## src/rtl/flash_cmd_pkg.sv

```systemverilog
`timescale 1ns/1ps
package flash_cmd_pkg;

  typedef enum logic [3:0] {
    ST_READ, ST_UNL1, ST_UNL2, ST_PSET,
    ST_EUN0, ST_EUN1, ST_EUN2, ST_IDENT,
    ST_PBUSY, ST_EBUSY, ST_ESUSP
  } fc_state_e;

  localparam logic [10:0] ADR_KEY_A = 11'h555;
  localparam logic [10:0] ADR_KEY_B = 11'h2AA;

  localparam logic [7:0] CD_KEY_A   = 8'hAA;
  localparam logic [7:0] CD_KEY_B   = 8'h55;
  localparam logic [7:0] CD_PROG    = 8'hA0;
  localparam logic [7:0] CD_IDENT   = 8'h90;
  localparam logic [7:0] CD_ERASE   = 8'h80;
  localparam logic [7:0] CD_SECT    = 8'h30;
  localparam logic [7:0] CD_CHIP    = 8'h10;
  localparam logic [7:0] CD_RESET   = 8'hF0;
  localparam logic [7:0] CD_SUSP    = 8'hB0;
  localparam logic [7:0] CD_RESUME  = 8'h30;

  function automatic logic cyc_match(input logic [10:0] a, input logic [7:0] d,
                                     input logic [10:0] ea, input logic [7:0] ed);
    return (a == ea) && (d == ed);
  endfunction

  // a program can only move bits from 1 to 0
  function automatic logic [7:0] merge_prog(input logic [7:0] old_b, input logic [7:0] new_b);
    return old_b & new_b;
  endfunction

  function automatic logic [7:0] poll_byte(input logic in_prog, input logic data7);
    return {in_prog ? ~data7 : 1'b0, 7'b0};
  endfunction

endpackage

```

## src/rtl/flash_op_timer.sv

```systemverilog
`timescale 1ns/1ps
module flash_op_timer #(
  parameter int PGM_CYC = 16,
  parameter int ERS_CYC = 64,
  localparam int MAXC  = (PGM_CYC > ERS_CYC) ? PGM_CYC : ERS_CYC,
  localparam int CNT_W = (MAXC > 1) ? $clog2(MAXC) : 1
) (
  input  logic             clk,
  input  logic             rst_n,
  input  logic             load_pgm,
  input  logic             load_ers,
  input  logic             run,
  output logic [CNT_W-1:0] cnt,
  output logic             done
);
  always_ff @(posedge clk) begin
    if (!rst_n)                  cnt <= '0;
    else if (load_pgm)           cnt <= CNT_W'(PGM_CYC - 1);
    else if (load_ers)           cnt <= CNT_W'(ERS_CYC - 1);
    else if (run && cnt != '0)   cnt <= cnt - 1'b1;
  end

  assign done = (cnt == '0);
endmodule

```

## src/rtl/flash_seq_fsm.sv

```systemverilog
`timescale 1ns/1ps
module flash_seq_fsm
  import flash_cmd_pkg::*;
#(
  parameter int ADDR_W = 17,
  parameter int SECT_W = 3,
  localparam int NSECT = 1 << SECT_W
) (
  input  logic              clk,
  input  logic              rst_n,
  input  logic              wr_en,
  input  logic [ADDR_W-1:0] wr_addr,
  input  logic [7:0]        wr_data,
  input  logic [NSECT-1:0]  sect_prot,
  input  logic              tmr_done,
  output fc_state_e         st,
  output logic [ADDR_W-1:0] pa,
  output logic [7:0]        pd,
  output logic [NSECT-1:0]  emask,
  output logic              pgm_go,
  output logic              pgm_refuse,
  output logic              ers_go,
  output logic              susp_ev,
  output logic              res_ev
);
  fc_state_e          nxt;
  logic [10:0]        lo;
  logic [SECT_W-1:0]  wsec;
  logic [NSECT-1:0]   cand;
  logic [NSECT-1:0]   masked;
  logic               is_ers;

  assign lo   = wr_addr[10:0];
  assign wsec = wr_addr[ADDR_W-1 -: SECT_W];

  always_comb begin
    is_ers = 1'b0;
    cand   = '0;
    if (wr_data == CD_SECT) begin
      is_ers = 1'b1;
      cand   = NSECT'(1) << wsec;
    end else if (cyc_match(lo, wr_data, ADR_KEY_A, CD_CHIP)) begin
      is_ers = 1'b1;
      cand   = '1;
    end
    masked = cand & ~sect_prot;
  end

  always_comb begin
    nxt        = st;
    pgm_go     = 1'b0;
    pgm_refuse = 1'b0;
    ers_go     = 1'b0;
    susp_ev    = 1'b0;
    res_ev     = 1'b0;
    unique case (st)
      ST_READ:  if (wr_en && cyc_match(lo, wr_data, ADR_KEY_A, CD_KEY_A)) nxt = ST_UNL1;
      ST_UNL1:  if (wr_en) nxt = cyc_match(lo, wr_data, ADR_KEY_B, CD_KEY_B) ? ST_UNL2 : ST_READ;
      ST_UNL2:  if (wr_en) begin
                  if      (cyc_match(lo, wr_data, ADR_KEY_A, CD_PROG))  nxt = ST_PSET;
                  else if (cyc_match(lo, wr_data, ADR_KEY_A, CD_IDENT)) nxt = ST_IDENT;
                  else if (cyc_match(lo, wr_data, ADR_KEY_A, CD_ERASE)) nxt = ST_EUN0;
                  else                                                  nxt = ST_READ;
                end
      ST_PSET:  if (wr_en) begin
                  if (sect_prot[wsec]) begin pgm_refuse = 1'b1; nxt = ST_READ;  end
                  else                 begin pgm_go     = 1'b1; nxt = ST_PBUSY; end
                end
      ST_EUN0:  if (wr_en) nxt = cyc_match(lo, wr_data, ADR_KEY_A, CD_KEY_A) ? ST_EUN1 : ST_READ;
      ST_EUN1:  if (wr_en) nxt = cyc_match(lo, wr_data, ADR_KEY_B, CD_KEY_B) ? ST_EUN2 : ST_READ;
      ST_EUN2:  if (wr_en) begin
                  if (is_ers && masked != '0) begin ers_go = 1'b1; nxt = ST_EBUSY; end
                  else                                          nxt = ST_READ;
                end
      ST_IDENT: if (wr_en && wr_data == CD_RESET) nxt = ST_READ;
      ST_PBUSY: if (tmr_done) nxt = ST_READ;
      ST_EBUSY: begin
                  if (tmr_done) nxt = ST_READ;
                  else if (wr_en && wr_data == CD_SUSP) begin susp_ev = 1'b1; nxt = ST_ESUSP; end
                end
      ST_ESUSP: if (wr_en && wr_data == CD_RESUME) begin res_ev = 1'b1; nxt = ST_EBUSY; end
      default:  nxt = ST_READ;
    endcase
  end

  always_ff @(posedge clk) begin
    if (!rst_n) begin
      st    <= ST_READ;
      pa    <= '0;
      pd    <= '0;
      emask <= '0;
    end else begin
      st <= nxt;
      if (pgm_go) begin
        pa <= wr_addr;
        pd <= wr_data;
      end
      if (ers_go) emask <= masked;
    end
  end
endmodule

```

## src/rtl/flash_rd_mux.sv

```systemverilog
`timescale 1ns/1ps
module flash_rd_mux
  import flash_cmd_pkg::*;
#(
  parameter int          SECT_W  = 3,
  parameter logic [7:0]  MFR_ID  = 8'h37,
  parameter logic [7:0]  DEV_ID  = 8'hA1,
  parameter logic [7:0]  CONT_ID = 8'h7F,
  localparam int NSECT = 1 << SECT_W
) (
  input  fc_state_e         st,
  input  logic [7:0]        rd_lo,
  input  logic [SECT_W-1:0] rd_sec,
  input  logic [7:0]        arr_rdata,
  input  logic              pd7,
  input  logic [NSECT-1:0]  sect_prot,
  output logic [7:0]        rd_data
);
  logic [7:0] id_byte;

  always_comb begin
    unique case (rd_lo)
      8'h00:   id_byte = MFR_ID;
      8'h01:   id_byte = DEV_ID;
      8'h02:   id_byte = {7'b0, sect_prot[rd_sec]};
      8'h03:   id_byte = CONT_ID;
      default: id_byte = 8'h00;
    endcase
  end

  always_comb begin
    unique case (st)
      ST_IDENT: rd_data = id_byte;
      ST_PBUSY: rd_data = poll_byte(1'b1, pd7);
      ST_EBUSY: rd_data = poll_byte(1'b0, pd7);
      default:  rd_data = arr_rdata;
    endcase
  end
endmodule

```

## src/rtl/flash_cmd_ctrl.sv

```systemverilog
`timescale 1ns/1ps
module flash_cmd_ctrl
  import flash_cmd_pkg::*;
#(
  parameter int          ADDR_W  = 17,
  parameter int          SECT_W  = 3,
  parameter int          PGM_CYC = 16,
  parameter int          ERS_CYC = 64,
  parameter logic [7:0]  MFR_ID  = 8'h37,
  parameter logic [7:0]  DEV_ID  = 8'hA1,
  parameter logic [7:0]  CONT_ID = 8'h7F,
  localparam int NSECT = 1 << SECT_W,
  localparam int MAXC  = (PGM_CYC > ERS_CYC) ? PGM_CYC : ERS_CYC,
  localparam int CNT_W = (MAXC > 1) ? $clog2(MAXC) : 1
) (
  input  logic              clk,
  input  logic              rst_n,
  input  logic              wr_en,
  input  logic [ADDR_W-1:0] wr_addr,
  input  logic [7:0]        wr_data,
  input  logic [ADDR_W-1:0] rd_addr,
  output logic [7:0]        rd_data,
  output logic [ADDR_W-1:0] arr_addr,
  input  logic [7:0]        arr_rdata,
  input  logic [NSECT-1:0]  sect_prot,
  output logic              pgm_stb,
  output logic [ADDR_W-1:0] pgm_addr,
  output logic [7:0]        pgm_wdata,
  output logic              ers_stb,
  output logic [NSECT-1:0]  ers_mask,
  output logic              busy,
  output logic              ident_mode,
  output logic              suspended
);
  fc_state_e        st;
  logic [7:0]       pd;
  logic             pgm_go, pgm_refuse, ers_go, susp_ev, res_ev;
  logic             tmr_done;
  logic [CNT_W-1:0] tmr_cnt;
  logic             prog_busy, ers_busy;

  flash_seq_fsm #(.ADDR_W(ADDR_W), .SECT_W(SECT_W)) fsm_i (
    .clk(clk), .rst_n(rst_n), .wr_en(wr_en), .wr_addr(wr_addr), .wr_data(wr_data),
    .sect_prot(sect_prot), .tmr_done(tmr_done), .st(st), .pa(pgm_addr), .pd(pd),
    .emask(ers_mask), .pgm_go(pgm_go), .pgm_refuse(pgm_refuse), .ers_go(ers_go),
    .susp_ev(susp_ev), .res_ev(res_ev)
  );

  assign prog_busy = (st == ST_PBUSY);
  assign ers_busy  = (st == ST_EBUSY);

  flash_op_timer #(.PGM_CYC(PGM_CYC), .ERS_CYC(ERS_CYC)) tmr_i (
    .clk(clk), .rst_n(rst_n), .load_pgm(pgm_go), .load_ers(ers_go),
    .run(prog_busy | ers_busy), .cnt(tmr_cnt), .done(tmr_done)
  );

  flash_rd_mux #(.SECT_W(SECT_W), .MFR_ID(MFR_ID), .DEV_ID(DEV_ID), .CONT_ID(CONT_ID)) mux_i (
    .st(st), .rd_lo(rd_addr[7:0]), .rd_sec(rd_addr[ADDR_W-1 -: SECT_W]),
    .arr_rdata(arr_rdata), .pd7(pd[7]), .sect_prot(sect_prot), .rd_data(rd_data)
  );

  assign arr_addr   = prog_busy ? pgm_addr : rd_addr;
  assign pgm_stb    = prog_busy && tmr_done;
  assign pgm_wdata  = merge_prog(arr_rdata, pd);
  assign ers_stb    = ers_busy && tmr_done;
  assign busy       = prog_busy | ers_busy;
  assign ident_mode = (st == ST_IDENT);
  assign suspended  = (st == ST_ESUSP);
endmodule

```

## config.mk

```make
export PLATFORM = sky130hd
export DESIGN_NAME = flash_cmd_ctrl
export DESIGN_NICKNAME = d
export VERILOG_FILES = /design/src/rtl/flash_cmd_pkg.sv /design/src/rtl/flash_op_timer.sv /design/src/rtl/flash_seq_fsm.sv /design/src/rtl/flash_rd_mux.sv /design/src/rtl/flash_cmd_ctrl.sv
export SDC_FILE = /design/constraint.sdc
export NUM_CORES = 1
export LEC_CHECK = 0
export CORE_UTILIZATION = 39
export DETAILED_ROUTE_END_ITERATION = 12
export HOLD_SLACK_MARGIN = 0.06
export PLACE_DENSITY = 0.84
export SLEW_MARGIN = 20
export SYNTH_ARGS = -nofsm -noshare
export SYNTH_HDL_FRONTEND = slang
export SYNTH_SLANG_ARGS = --single-unit
export TNS_END_PERCENT = 100
```

## constraint.sdc

```tcl
create_clock -name clk -period 2.3 [get_ports clk]
set_clock_uncertainty 0.2 [all_clocks]
set_input_delay 0.345 -clock clk [delete_from_list [all_inputs] [get_ports clk]]
set_output_delay 0.345 -clock clk [all_outputs]
set_load 0.05 [all_outputs]
```

==> results.tsv <==
metric	value	unit
p_clk_share	27.6	%
wl_per_cell	16.55	µm
syn_to_final_growth	78.55	%
rows	30	
ys_types	56	
fp.dieW	87.27	µm
worst_ep_arrival_time	1740	ps
p_comb_share	26.9	%
syn_nets	372	
port_buffers	123	
syn_area	2835	µm²
path_clk_slew	80	ps
crit_type	flip-flop to output pin	
grt.overflow.total	0	
cp.required	1750	ps
numCtsBuffers	5	
seq_area_frac_synth	30.36	%
cts_tree	built	
finalCritPeriodShare	99.30	%
first_pass_iters	4	
dieArea	7615	µm²
wirelength	9700	µm
path_max_fanout	11	
grt_max_degree	19	
power_density	321.4	nW/µm²
cts-root-buf	clkbuf_8	
cts_buffer_depth	2	
synth_edf_count	0	
cp-start-kind	flip-flop	
dp_hpwl	7451	µm
worstHoldPathType	primary input to flip-flop	
crit_top_cell	buf_4	
finalPower	1.627	mW
pwr-share-seq	45.5	%
synthCells	310	
grt_usage	24.81	%
path_cells	buf_4 > nand3_1 > buf_6 > mux2_2 > buf_4	
via_per_inst	5.294	
start_util	41.05	%
period_needed	2284	ps
finalSetupViolations	0	
worst_path_largest_cell_delay	370	ps
ant_nets	0	
n_antenna_cell	0	
finalHoldViolCount	0	
final.fill_count	509	
cpMaxStageDelayCell	mux2_2	
status	finished, final reports clean	
drive_gt1_share	38.16	%
worst_pin_slew	549.2	ps
coreArea	6907	µm²
relSlewSlack	63.27	%
drc	0	
switching_share	28.05	%
cts_sinks	43	
gp_congestion	0.9124	
cap_viol_max_count	0	
rsz0062_at_grt	true	
worst_hold_slack	252.7	ps
io_pins	124	
async_reset_ff_share	0	%
grt_pass1_wl	14660	µm
insertion_delay	300	ps
slew_viol_final	0	
yosysWarnings	0	
drtIter0Drc	182	
nNetsFinal	553	
peakVddDrop	0.2523	mV
end_kind	output pin	
num_vias	3102	
ys.flop_type	dfxtp_1	
antenna_found_initial	0	
htreeDepth	2	
syn_area_per_cell	9.146	µm²
p_sw	456.4	µW
max_freq	0.4379	GHz
synth-seq-cells	43	
die_h	87.27	µm
power.leakage	1.911	nW
grt_pass1_vias	3065	
cell_internal_pwr	1.171	mW
## cell usage after synthesis (9+ instances only)
cell	count	area share, %
a21oi_1	9	1.6
nor3_1	13	2.3
inv_1	9	1.2
and2_1	9	2.0
nand2_1	16	2.1
nor2b_1	36	7.9
clkbuf_1	9	1.2
nand3_1	9	1.6
nor2_1	16	2.1
mux2_2	17	6.8
dfxtp_1	43	30
mux2i_1	35	12
## per-layer routing
layer | track usage, % | wire length [µm]
met5 | 0 | 0
met4 | 10.88 | 229
met3 | 4.265 | 647
met2 | 45.24 | 4840
met1 | 28.22 | 3983
## final cells by class
class,instances,area [µm²],share of cell area (%)
multi-input combinational,241,2063,40.76
timing repair buffer,191,1899,37.52
sequential,43,873.3,17.25
tap,96,120.1,2.373
clock buffer,6,72.57,1.434
inverter,9,33.78,0.6673
## kinds of logic (layout without fill, tap and decap cells)
logic type	after synthesis	count (layout)	share of synthesized area (%)
buf+inv	26	206	4.325
flops	43	43	30.36
xor+xnor	6	6	1.854
mux	56	56	22.29
compound gates	41	41	11.12
fa+ha+maj	1	1	0.4412
simple gates	137	137	29.61
## path summary, 6_finish.rpt
kind / from / end / slack, ps / depth (start not counted)
worst min register to register: fsm_i.pd[3] / fsm_i.pd[3] / 320 / 2
worst max-delay path: fsm_i.st[3] / arr_addr[2] / 20 / 5
worst max register to register: tmr_i.cnt[0] / tmr_i.cnt[4] / 120 / 8
worst min-delay path: wr_addr[7] / fsm_i.pa[7] / 250 / 4
## cell usage in the layout (no fill, tap or decap), types with 3 or more instances in the layout
cell / synthesis / final
a211oi_1: 4 / 3
a21boi_1: 4 / 4
a21o_2: 0 / 3
a21oi_1: 9 / 7
a21oi_2: 1 / 3
a31oi_1: 4 / 4
and2_1: 9 / 9
and4bb_2: 3 / 4
buf_12: 0 / 20
buf_4: 1 / 81
buf_6: 2 / 4
clkbuf_8: 0 / 5
clkdlybuf4s15_1: 0 / 7
clkdlybuf4s50_1: 0 / 55
dfxtp_1: 43 / 39
dfxtp_4: 0 / 3
dlygate4sd2_1: 0 / 12
dlymetal6s2s_1: 0 / 8
inv_1: 9 / 8
mux2_2: 17 / 17
mux2i_1: 35 / 33
mux4_2: 4 / 4
nand2_1: 16 / 14
nand3_1: 9 / 7
nand3b_1: 3 / 3
nand4_1: 5 / 5
nor2_1: 16 / 11
nor2_2: 0 / 3
nor2b_1: 36 / 36
nor3_1: 13 / 10
nor3_4: 0 / 3
xnor2_1: 3 / 3
xor2_1: 3 / 3
## worst max-delay path: cells and delay by family, from the launching register on
| kind | cells | cell delay [ps] |
|---|---|---|
| multiplexers | 1 | 370 |
| flip-flops | 1 | 360 |
| AND/OR/NAND/NOR | 1 | 160 |
| buffers and inverters | 3 | 550 |
## flip-flops by register name, summed over array words and instances, names as in the netlist
signal	cells
fsm_i.pd	8
fsm_i.st	4
fsm_i.emask	8
tmr_i.cnt	6
fsm_i.pa	17
## metrics by stage
step | instance area [µm²] | std cells | setup TNS [ps] | utilization (%) | setup slack, ps
floorplan | 2912 | 310 | 0 | - | 7.816
global placement | 4803 | 576 | -18830 | 69.55 | -520.7
detailed placement | 4803 | 576 | -20300 | 69.55 | -538.6
CTS | 4912 | 583 | 0 | 71.12 | 1.679
global route | 5062 | 586 | -91.52 | 73.30 | -24.20
finish | 5062 | 586 | 0 | 73.30 | 16.17
## power by group through the flow
stage	logic (mW)	clock network (mW)	registers (mW)
floorplan	0.176	0	0.761
global placement	0.426	0	0.761
detailed placement	0.433	0	0.761
CTS	0.429	0.461	0.741
global route	0.459	0.489	0.740
finish	0.438	0.450	0.740
## timing repair
item / 4_1_cts / 5_1_grt
pin swaps: 9 / 15
resized for setup: 43 / 41
setup endpoints to repair: 68 / 37
hold buffers: 0 / 0
setup buffers: 1 / 2
gates cloned: 0 / 1
No activity file was read; power rests on OpenSTA's default activity.
